## config.mk

```make
export PLATFORM = sky130hd
export DESIGN_NAME = pwr_mode_ctrl
export DESIGN_NICKNAME = d
export VERILOG_FILES = /design/src/rtl/pwr_mode_pkg.sv /design/src/rtl/pmc_ctrl_reg.sv /design/src/rtl/pmc_settle_cnt.sv /design/src/rtl/pmc_fsm.sv /design/src/rtl/pwr_mode_ctrl.sv
export SDC_FILE = /design/constraint.sdc
export NUM_CORES = 1
export LEC_CHECK = 0
export ABC_AREA = 1
export BUFFER_PORTS_ARGS = -buffer_cell sky130_fd_sc_hd__buf_2
export CAP_MARGIN = 20
export CORE_UTILIZATION = 41
export DETAILED_ROUTE_END_ITERATION = 12
export PLACE_DENSITY = 0.81
export SETUP_SLACK_MARGIN = 0.05
export SLEW_MARGIN = 20
export SYNTH_ARGS = -nofsm -noshare
export SYNTH_HDL_FRONTEND = slang
export SYNTH_SLANG_ARGS = --single-unit
```

## constraint.sdc

```tcl
create_clock -name clk -period 2 [get_ports clk]
set_input_delay 0.5 -clock clk [delete_from_list [all_inputs] [get_ports clk]]
set_output_delay 0.5 -clock clk [all_outputs]
set_load 0.01 [all_outputs]
```

## src/rtl/pwr_mode_pkg.sv

```systemverilog
package pwr_mode_pkg;
   typedef enum logic [1:0] {
      MODE_MISSION  = 2'd0,
      MODE_BROWNOUT = 2'd1,
      MODE_SLEEP    = 2'd2,
      MODE_WAKING   = 2'd3
   } pmode_e;

   function automatic logic cpu_running(pmode_e m);
      return (m == MODE_MISSION) || (m == MODE_BROWNOUT);
   endfunction
endpackage

```

## src/rtl/pmc_ctrl_reg.sv

```systemverilog
module pmc_ctrl_reg #(
   parameter int ADDR_W = 16,
   parameter int DATA_W = 8,
   parameter logic [ADDR_W-1:0] SLEEP_ADDR = 16'h28B2,
   parameter int SLEEP_BIT = 7
) (
   input  logic              clk,
   input  logic              rst_n,
   input  logic              wr_en,
   input  logic [ADDR_W-1:0] wr_addr,
   input  logic [DATA_W-1:0] wr_data,
   input  logic              cpu_run,
   input  logic              sleep_take,
   input  logic              wake_start,
   output logic              sleep_pending,
   output logic              xram_invalid
);
   logic wr_hit;
   assign wr_hit = wr_en && cpu_run && (wr_addr == SLEEP_ADDR);

   always_ff @(posedge clk or negedge rst_n) begin
      if (!rst_n)          sleep_pending <= 1'b0;
      else if (sleep_take) sleep_pending <= 1'b0;
      else if (wr_hit)     sleep_pending <= wr_data[SLEEP_BIT];
   end

   always_ff @(posedge clk or negedge rst_n) begin
      if (!rst_n)          xram_invalid <= 1'b1;
      else if (wake_start) xram_invalid <= 1'b1;
      else if (wr_hit)     xram_invalid <= 1'b0;
   end

   assert_req_selfclear_R3: assert property (@(posedge clk) disable iff (!rst_n)
      sleep_take |=> !sleep_pending);
   assert_req_load_R2: assert property (@(posedge clk) disable iff (!rst_n)
      (wr_hit && !sleep_take) |=> (sleep_pending == $past(wr_data[SLEEP_BIT])));
   assert_req_ignored_R2: assert property (@(posedge clk) disable iff (!rst_n)
      (!cpu_run && !sleep_take) |=> $stable(sleep_pending));
   assert_xram_flag_R10: assert property (@(posedge clk) disable iff (!rst_n)
      wake_start |=> xram_invalid);
endmodule

```

## src/rtl/pmc_settle_cnt.sv

```systemverilog
module pmc_settle_cnt #(
   parameter int RST_CYCLES = 8
) (
   input  logic clk,
   input  logic rst_n,
   input  logic run,
   output logic done
);
   localparam int CW = $clog2(RST_CYCLES + 1);
   localparam logic [CW-1:0] LAST = CW'(RST_CYCLES - 1);

   logic [CW-1:0] cnt_q;

   assign done = run && (cnt_q == LAST);

   always_ff @(posedge clk or negedge rst_n) begin
      if (!rst_n)            cnt_q <= '0;
      else if (run && !done) cnt_q <= cnt_q + 1'b1;
      else                   cnt_q <= '0;
   end

   assert_cnt_bound_R6: assert property (@(posedge clk) disable iff (!rst_n)
      cnt_q <= LAST);
   assert_cnt_restart_R6: assert property (@(posedge clk) disable iff (!rst_n)
      !run |=> (cnt_q == '0));
endmodule

```

## src/rtl/pmc_fsm.sv

```systemverilog
module pmc_fsm
   import pwr_mode_pkg::*;
(
   input  logic   clk,
   input  logic   rst_n,
   input  logic   main_ok,
   input  logic   wake_hit,
   input  logic   ext_reset,
   input  logic   sleep_pending,
   input  logic   settle_done,
   output pmode_e mode,
   output logic   sleep_take,
   output logic   wake_start,
   output logic   vol_clr,
   output logic   nv_clr
);
   pmode_e state_q, state_d;

   assign mode       = state_q;
   assign sleep_take = cpu_running(state_q) && sleep_pending;
   assign wake_start = (state_q == MODE_SLEEP) && (main_ok || wake_hit);

   always_comb begin
      state_d = state_q;
      unique case (state_q)
         MODE_MISSION: begin
            if (sleep_pending) state_d = MODE_SLEEP;
            else if (!main_ok) state_d = MODE_BROWNOUT;
         end
         MODE_BROWNOUT: begin
            if (sleep_pending) state_d = MODE_SLEEP;
            else if (main_ok)  state_d = MODE_MISSION;
         end
         MODE_SLEEP: begin
            if (wake_start) state_d = MODE_WAKING;
         end
         MODE_WAKING: begin
            if (settle_done) state_d = main_ok ? MODE_MISSION : MODE_BROWNOUT;
         end
         default: state_d = MODE_WAKING;
      endcase
   end

   always_ff @(posedge clk or negedge rst_n) begin
      if (!rst_n) begin
         state_q <= MODE_WAKING;
         vol_clr <= 1'b0;
         nv_clr  <= 1'b0;
      end else begin
         state_q <= state_d;
         vol_clr <= wake_start;
         nv_clr  <= wake_start && ext_reset;
      end
   end

   assert_sleep_prio_R3: assert property (@(posedge clk) disable iff (!rst_n)
      sleep_take |=> (state_q == MODE_SLEEP));
   assert_stay_asleep_R4: assert property (@(posedge clk) disable iff (!rst_n)
      (state_q == MODE_SLEEP && !main_ok && !wake_hit) |=> (state_q == MODE_SLEEP));
   assert_wake_begin_R5: assert property (@(posedge clk) disable iff (!rst_n)
      (state_q == MODE_SLEEP && (main_ok || wake_hit)) |=> (state_q == MODE_WAKING));
   assert_waking_hold_R6: assert property (@(posedge clk) disable iff (!rst_n)
      (state_q == MODE_WAKING && !settle_done) |=> (state_q == MODE_WAKING));
   assert_exit_target_R7: assert property (@(posedge clk) disable iff (!rst_n)
      (state_q == MODE_WAKING && settle_done) |=>
         (state_q == ($past(main_ok) ? MODE_MISSION : MODE_BROWNOUT)));
   assert_nv_with_vol_R9: assert property (@(posedge clk) disable iff (!rst_n)
      nv_clr |-> vol_clr);
   assert_vol_pulse_R9: assert property (@(posedge clk) disable iff (!rst_n)
      vol_clr |-> (state_q == MODE_WAKING) && !$past(vol_clr));
endmodule

```

## src/rtl/pwr_mode_ctrl.sv

```systemverilog
module pwr_mode_ctrl
   import pwr_mode_pkg::*;
#(
   parameter int ADDR_W = 16,
   parameter int DATA_W = 8,
   parameter logic [ADDR_W-1:0] SLEEP_ADDR = 16'h28B2,
   parameter int SLEEP_BIT  = 7,
   parameter int N_WAKE     = 4,
   parameter int RST_CYCLES = 8,
   parameter bit WAKE_SYNC  = 1'b0
) (
   input  logic              clk,
   input  logic              rst_n,
   input  logic              main_pwr_ok,
   input  logic [N_WAKE-1:0] wake_evt,
   input  logic              ext_reset,
   input  logic              wr_en,
   input  logic [ADDR_W-1:0] wr_addr,
   input  logic [DATA_W-1:0] wr_data,
   output logic [1:0]        mode,
   output logic              vdd_sw_en,
   output logic              cpu_rst,
   output logic              wake,
   output logic              sleep_pending,
   output logic              xram_invalid,
   output logic              vol_clr,
   output logic              nv_clr
);
   if (SLEEP_BIT < 0 || SLEEP_BIT >= DATA_W) begin : g_bad_bit
      $error("SLEEP_BIT outside data word");
   end
   if (RST_CYCLES < 1) begin : g_bad_rst
      $error("RST_CYCLES must be at least 1");
   end
   if (N_WAKE < 1) begin : g_bad_wake
      $error("N_WAKE must be at least 1");
   end

   logic   wake_hit, sleep_take, wake_start, settle_done;
   pmode_e mode_e;

   if (WAKE_SYNC) begin : g_wake_sync
      logic wake_q;
      always_ff @(posedge clk or negedge rst_n) begin
         if (!rst_n) wake_q <= 1'b0;
         else        wake_q <= |wake_evt;
      end
      assign wake_hit = wake_q;
   end else begin : g_wake_direct
      assign wake_hit = |wake_evt;
   end

   pmc_ctrl_reg #(
      .ADDR_W(ADDR_W), .DATA_W(DATA_W),
      .SLEEP_ADDR(SLEEP_ADDR), .SLEEP_BIT(SLEEP_BIT)
   ) u_reg (
      .clk(clk), .rst_n(rst_n),
      .wr_en(wr_en), .wr_addr(wr_addr), .wr_data(wr_data),
      .cpu_run(cpu_running(mode_e)),
      .sleep_take(sleep_take), .wake_start(wake_start),
      .sleep_pending(sleep_pending), .xram_invalid(xram_invalid)
   );

   pmc_settle_cnt #(.RST_CYCLES(RST_CYCLES)) u_cnt (
      .clk(clk), .rst_n(rst_n),
      .run(mode_e == MODE_WAKING),
      .done(settle_done)
   );

   pmc_fsm u_fsm (
      .clk(clk), .rst_n(rst_n),
      .main_ok(main_pwr_ok), .wake_hit(wake_hit), .ext_reset(ext_reset),
      .sleep_pending(sleep_pending), .settle_done(settle_done),
      .mode(mode_e), .sleep_take(sleep_take), .wake_start(wake_start),
      .vol_clr(vol_clr), .nv_clr(nv_clr)
   );

   assign mode      = mode_e;
   assign vdd_sw_en = (mode_e != MODE_SLEEP);
   assign wake      = (mode_e != MODE_SLEEP);
   assign cpu_rst   = !cpu_running(mode_e);

   assert_rst_after_supply_R6: assert property (@(posedge clk) disable iff (!rst_n)
      $fell(cpu_rst) |-> $past(vdd_sw_en));
   assert_sleep_outputs_R3: assert property (@(posedge clk) disable iff (!rst_n)
      $rose(mode_e == MODE_SLEEP) |-> !vdd_sw_en && !wake && cpu_rst && !sleep_pending);
endmodule

```

* Word-level counts from Yosys, hierarchy flattened
Index checks and enable logic that the tools add are counted.
Word-level totals: register bits after elaboration 10, output and inout bits 9, word-level logic and storage cells 46
Operators by class: $add $sub $neg 1, equal/unequal tests 10, mux-type cells 13, reduce and logical (&&, ||, !) cells 16
Operator list (number):
- 16-bit by 14-bit equality test with 1-bit output, second input constant | 1
- 2-bit two-way mux | 6
- 2-bit case mux with 4 select lines | 1
- 1-bit logical AND | 7
- 3-bit by 2-bit != test with 1-bit output, second input constant | 2
- 1-bit two-way mux | 5
- 4-bit by 1-bit adder with 4-bit output, second input constant | 1
- 2-bit equality test, second input constant | 2
- 4-bit by 3-bit equality test with 1-bit output, second input constant | 1
- 4-bit two-way mux | 1
- 2-bit != test, second input constant | 2
- 4-bit AND reduction | 1
- 2-bit nonzero test | 2
- 4-bit OR reduction | 1
- 2-bit by 1-bit equality test with 1-bit output, second input constant | 1
- 1-bit zero test | 2
- 2-bit zero test | 1
- 1-bit logical OR | 2
- 2-bit by 1-bit != test with 1-bit output, second input constant | 1

* Longest topological paths before layout
depth in word-level cells 6, depth in mapped cells 7

* Cells and area by module
From an unflattened synthesis, not the netlist that was laid out.
Second synthesis, totals: cell total of the unflattened synthesis 112, area, all modules 706.9 um^2
By module, submodules not included:
- pmc_ctrl_reg | instances 1, cells each 51, area an instance 249.0 um^2, sequential area each 51.3 um^2
- pmc_fsm | instances 1, cells each 32, area an instance 229.0 um^2, sequential area each 102.6 um^2
- pmc_settle_cnt | instances 1, cells each 19, area an instance 187.7 um^2, sequential area each 100.1 um^2
- pwr_mode_ctrl | instances 1, cells each 10, area an instance 41.3 um^2, sequential area each 0.0 um^2

* Worst setup path before layout
No wires, ideal clock.
path type flip-flop to output port, start register u_fsm.state_q[1] (netlist: u_fsm.mode[1]), end output port wake, arrival 0.989 ns, data required time 1.500 ns, setup slack 0.511 ns, stages on the path, launching flop included 5, buffers on the path 1, cell sequence dfstp_2 > inv_2 > nor2_2 > inv_1 > buf_4
On the way: cells in the longest elaborated chain, start to end 1
RTL lines:
- start: declaration | line pmc_fsm.sv:17 | pmode_e state_q, state_d;
- start signal: assignment | line pmc_fsm.sv:50 | state_q <= state_d;
- 2-bit != test
- end: declaration | line pwr_mode_ctrl.sv:23 | output logic wake,
No other way between the ends.

* Worst setup path after layout
start register u_fsm.state_q[1] (netlist: u_fsm.mode[1]), end output port vdd_sw_en
On the way: cells in the longest elaborated chain, start to end 1
RTL lines:
- 2-bit != test | line pwr_mode_ctrl.sv:79 | assign vdd_sw_en = (mode_e != MODE_SLEEP);
- end: declaration | line pwr_mode_ctrl.sv:21 | output logic vdd_sw_en,
No other way between the ends.

==> flow_summary.ini <==
[logic_synthesis]
synthCells = 83
synth-edff-count = 0
ys_warn_count = 0
synth_area_um2 = 577
syn-num-nets = 117
synth_top_cells_by_area = dfrtp_1 (30%), dfstp_2 (14%), nand2_1 (14%)
synth_common_cells = nand2_1 (21), inv_1 (19), nor2_1 (13), dfrtp_1 (7), nand3_1 (7)
ys_seq_elements = 10
synth_cell_type_count = 18
yosysSeqAreaShare_pct = 44.0
syn_area_per_cell_um2 = 6.95
synth_top_area_share_pct = 30.4
yosys.cell_count.top_type = nand2_1
synth_largest_area_cell = dfrtp_1
synthFlopType = dfrtp_1
synthArstFlopShare_pct = 100

[worst_setup_path]
r2r_slack_ns = 0.73
cp-start-kind = register
cp.arrival_ns = 1.24
startpoint = u_fsm.mode[1]
endpoint_kind = output pin
worstPathMaxFanout = 7
crit_required_ns = 1.50
crit_end = vdd_sw_en
rr_endpoint = u_fsm.mode[0]
reg2regPathDepth = 6
r2r-start = u_cnt.cnt_q[0]
crit_type = reg -> out

[timing]
min_period_over_period_pct = 86.8
fin_skew_ns = 0.00930
rsz0062_at_grt = false
maxSlewViolCount = 0
finalSetupTns_ns = 0
fmax_mhz = 576
timing.slew.headroom_pct = 84.4
whs_ns = 0.0775
finalCriticalPeriod_ns = 1.74
worst_pin_slew_ns = 0.233
finalSetupViolCount = 0
hold_viol = 0

[final_layout]
seq_area_um2 = 254
layout.nets = 154
drive_above_1_share_pct = 35.3
antenna_cells = 0
fillers = 132
fin_area_um2 = 781
multiInputGateArea_um2 = 236
area_growth_pct = 35.4

[placement]
io_buffers = 34
hpwl_um = 967
gp_congestion = 0.725
postPlaceCellArea_um2 = 754

[floorplan]
die_area_um2 = 1560
ios = 42
placementRows = 13
start_util_pct = 44.3
die-height_um = 39.5
die_x_um = 39.5
core_um2 = 1300

[clocking]
ctsLongestPathBuffers = 2
clk_latency_ns = 0.26
numCtsBuffers = 3
clock-root-buffer = clkbuf_4
cts_sinks = 10
cts_tree = yes
cts_resized = 0
htreeDepth = 1
clk_pin_slew_worst_paths_ns = 0.07
postCtsSetupBuffers = 0
cts_hold_buf = 0

[routing]
drc_errors = 0
num_vias = 607
avgRoutedWirePerCell_um = 8.62
via_per_inst = 4.53
ant_nets = 0
drt_iter0_drc = 5
routed_wl_mm = 1.16
drtPass1Iterations = 4

[grt]
grt_pass1_vias = 563
antenna_found_initial = 0
grt_pass1_wl_mm = 2.04
grt_util_all_layers_pct = 20.0
gr-total-overflow = 0
grt_start_max_net_pins = 11

[pwr]
power.leakage_uw = 0.000476
power.density_nw_per_um2 = 768
total_power_uw = 599
peakVddDrop_mv = 0.577

[status]
status = finished clean

[hold_path]
min_path_type = in -> async

[run]
maxCapViolations = 0
==> where the power goes <==
group          internal, uW  leakage, uW  switching, uW
sequential              241     0.000129           34.1
clock                  76.8    0.0000150           64.1
combinational          80.9     0.000332            102
total                   399     0.000476            200
==> critical path, stage by stage, from the launching register on <==
cell and delay (ns):
dfstp_2 0.60, inv_2 0.06, nor2_2 0.11, inv_1 0.08
buf_2 0.14
==> logic make-up after synthesis <==
kind of cell	share of synthesized area, %
compound gates	2.17
xor+xnor	3.04
fa+ha+maj	2.17
buf+inv	15.0
flops	44.0
simple gates	33.6
==> cell usage in the layout, fill, tap and decap left out <==
| cell type | Yosys | final |
|---|---|---|
| a22oi_1 | 1 | 1 |
| buf_2 | 0 | 34 |
| clkbuf_1 | 1 | 1 |
| clkbuf_4 | 0 | 3 |
| dfrtp_1 | 7 | 7 |
| dfstp_2 | 3 | 3 |
| ha_1 | 1 | 1 |
| inv_1 | 19 | 19 |
| inv_2 | 1 | 1 |
| nand2_1 | 21 | 21 |
| nand3_1 | 7 | 7 |
| nand3b_1 | 1 | 1 |
| nand4_1 | 2 | 2 |
| nor2_1 | 13 | 13 |
| nor2_2 | 1 | 1 |
| nor3_1 | 1 | 1 |
| o21ai_1 | 1 | 1 |
| xnor2_1 | 1 | 1 |
| xor2_1 | 1 | 1 |
==> state kept, by name, indices dropped and copies added (netlist names) <==
signal and flops:
u_fsm.nv_clr 1, u_cnt.cnt_q 4, u_fsm.mode 2, u_reg.xram_invalid 1, u_fsm.vol_clr 1, u_reg.sleep_pending 1
==> area by class of cell <==
type,instances,share of cell area (%)
Tap cell,15,2.40
Multi-Input combinational cell,51,30.3
Inverter,20,9.62
Timing Repair Buffer,34,21.8
Sequential cell,10,32.5
Clock buffer,4,3.37
==> stage by stage <==
stage	setup WS (ns)	cells	util, %
6_report	0.264	134	60.0
5_1_grt	0.188	134	60.0
4_1_cts	0.253	134	60.0
3_5_place_dp	0.537	130	58.0
3_3_place_gp	0.549	130	58.0
2_1_floorplan	0.511	83	-
==> per-layer routing <==
| metal | GRT usage [%] | wire, um |
|---|---|---|
| met2 | 36.1 | 591 |
| met1 | 20.7 | 501 |
| met5 | 0 | 0 |
| met3 | 5.11 | 62 |
| met4 | 10.3 | 0 |
==> worst min-delay path by stage <==
stage	slack, ns	depth (start not counted)	startpoint	endpoint
finish	0.08	1	rst_n	u_cnt.cnt_q[2]
floorplan	0.20	0	rst_n	u_cnt.cnt_q[0]
CTS	0.08	1	rst_n	u_cnt.cnt_q[2]
detailed placement	0.37	1	rst_n	u_cnt.cnt_q[3]
global placement	0.36	1	rst_n	u_cnt.cnt_q[3]
global route	0.09	1	rst_n	u_cnt.cnt_q[2]
Note: power is estimated with default switching activity, not from simulation.
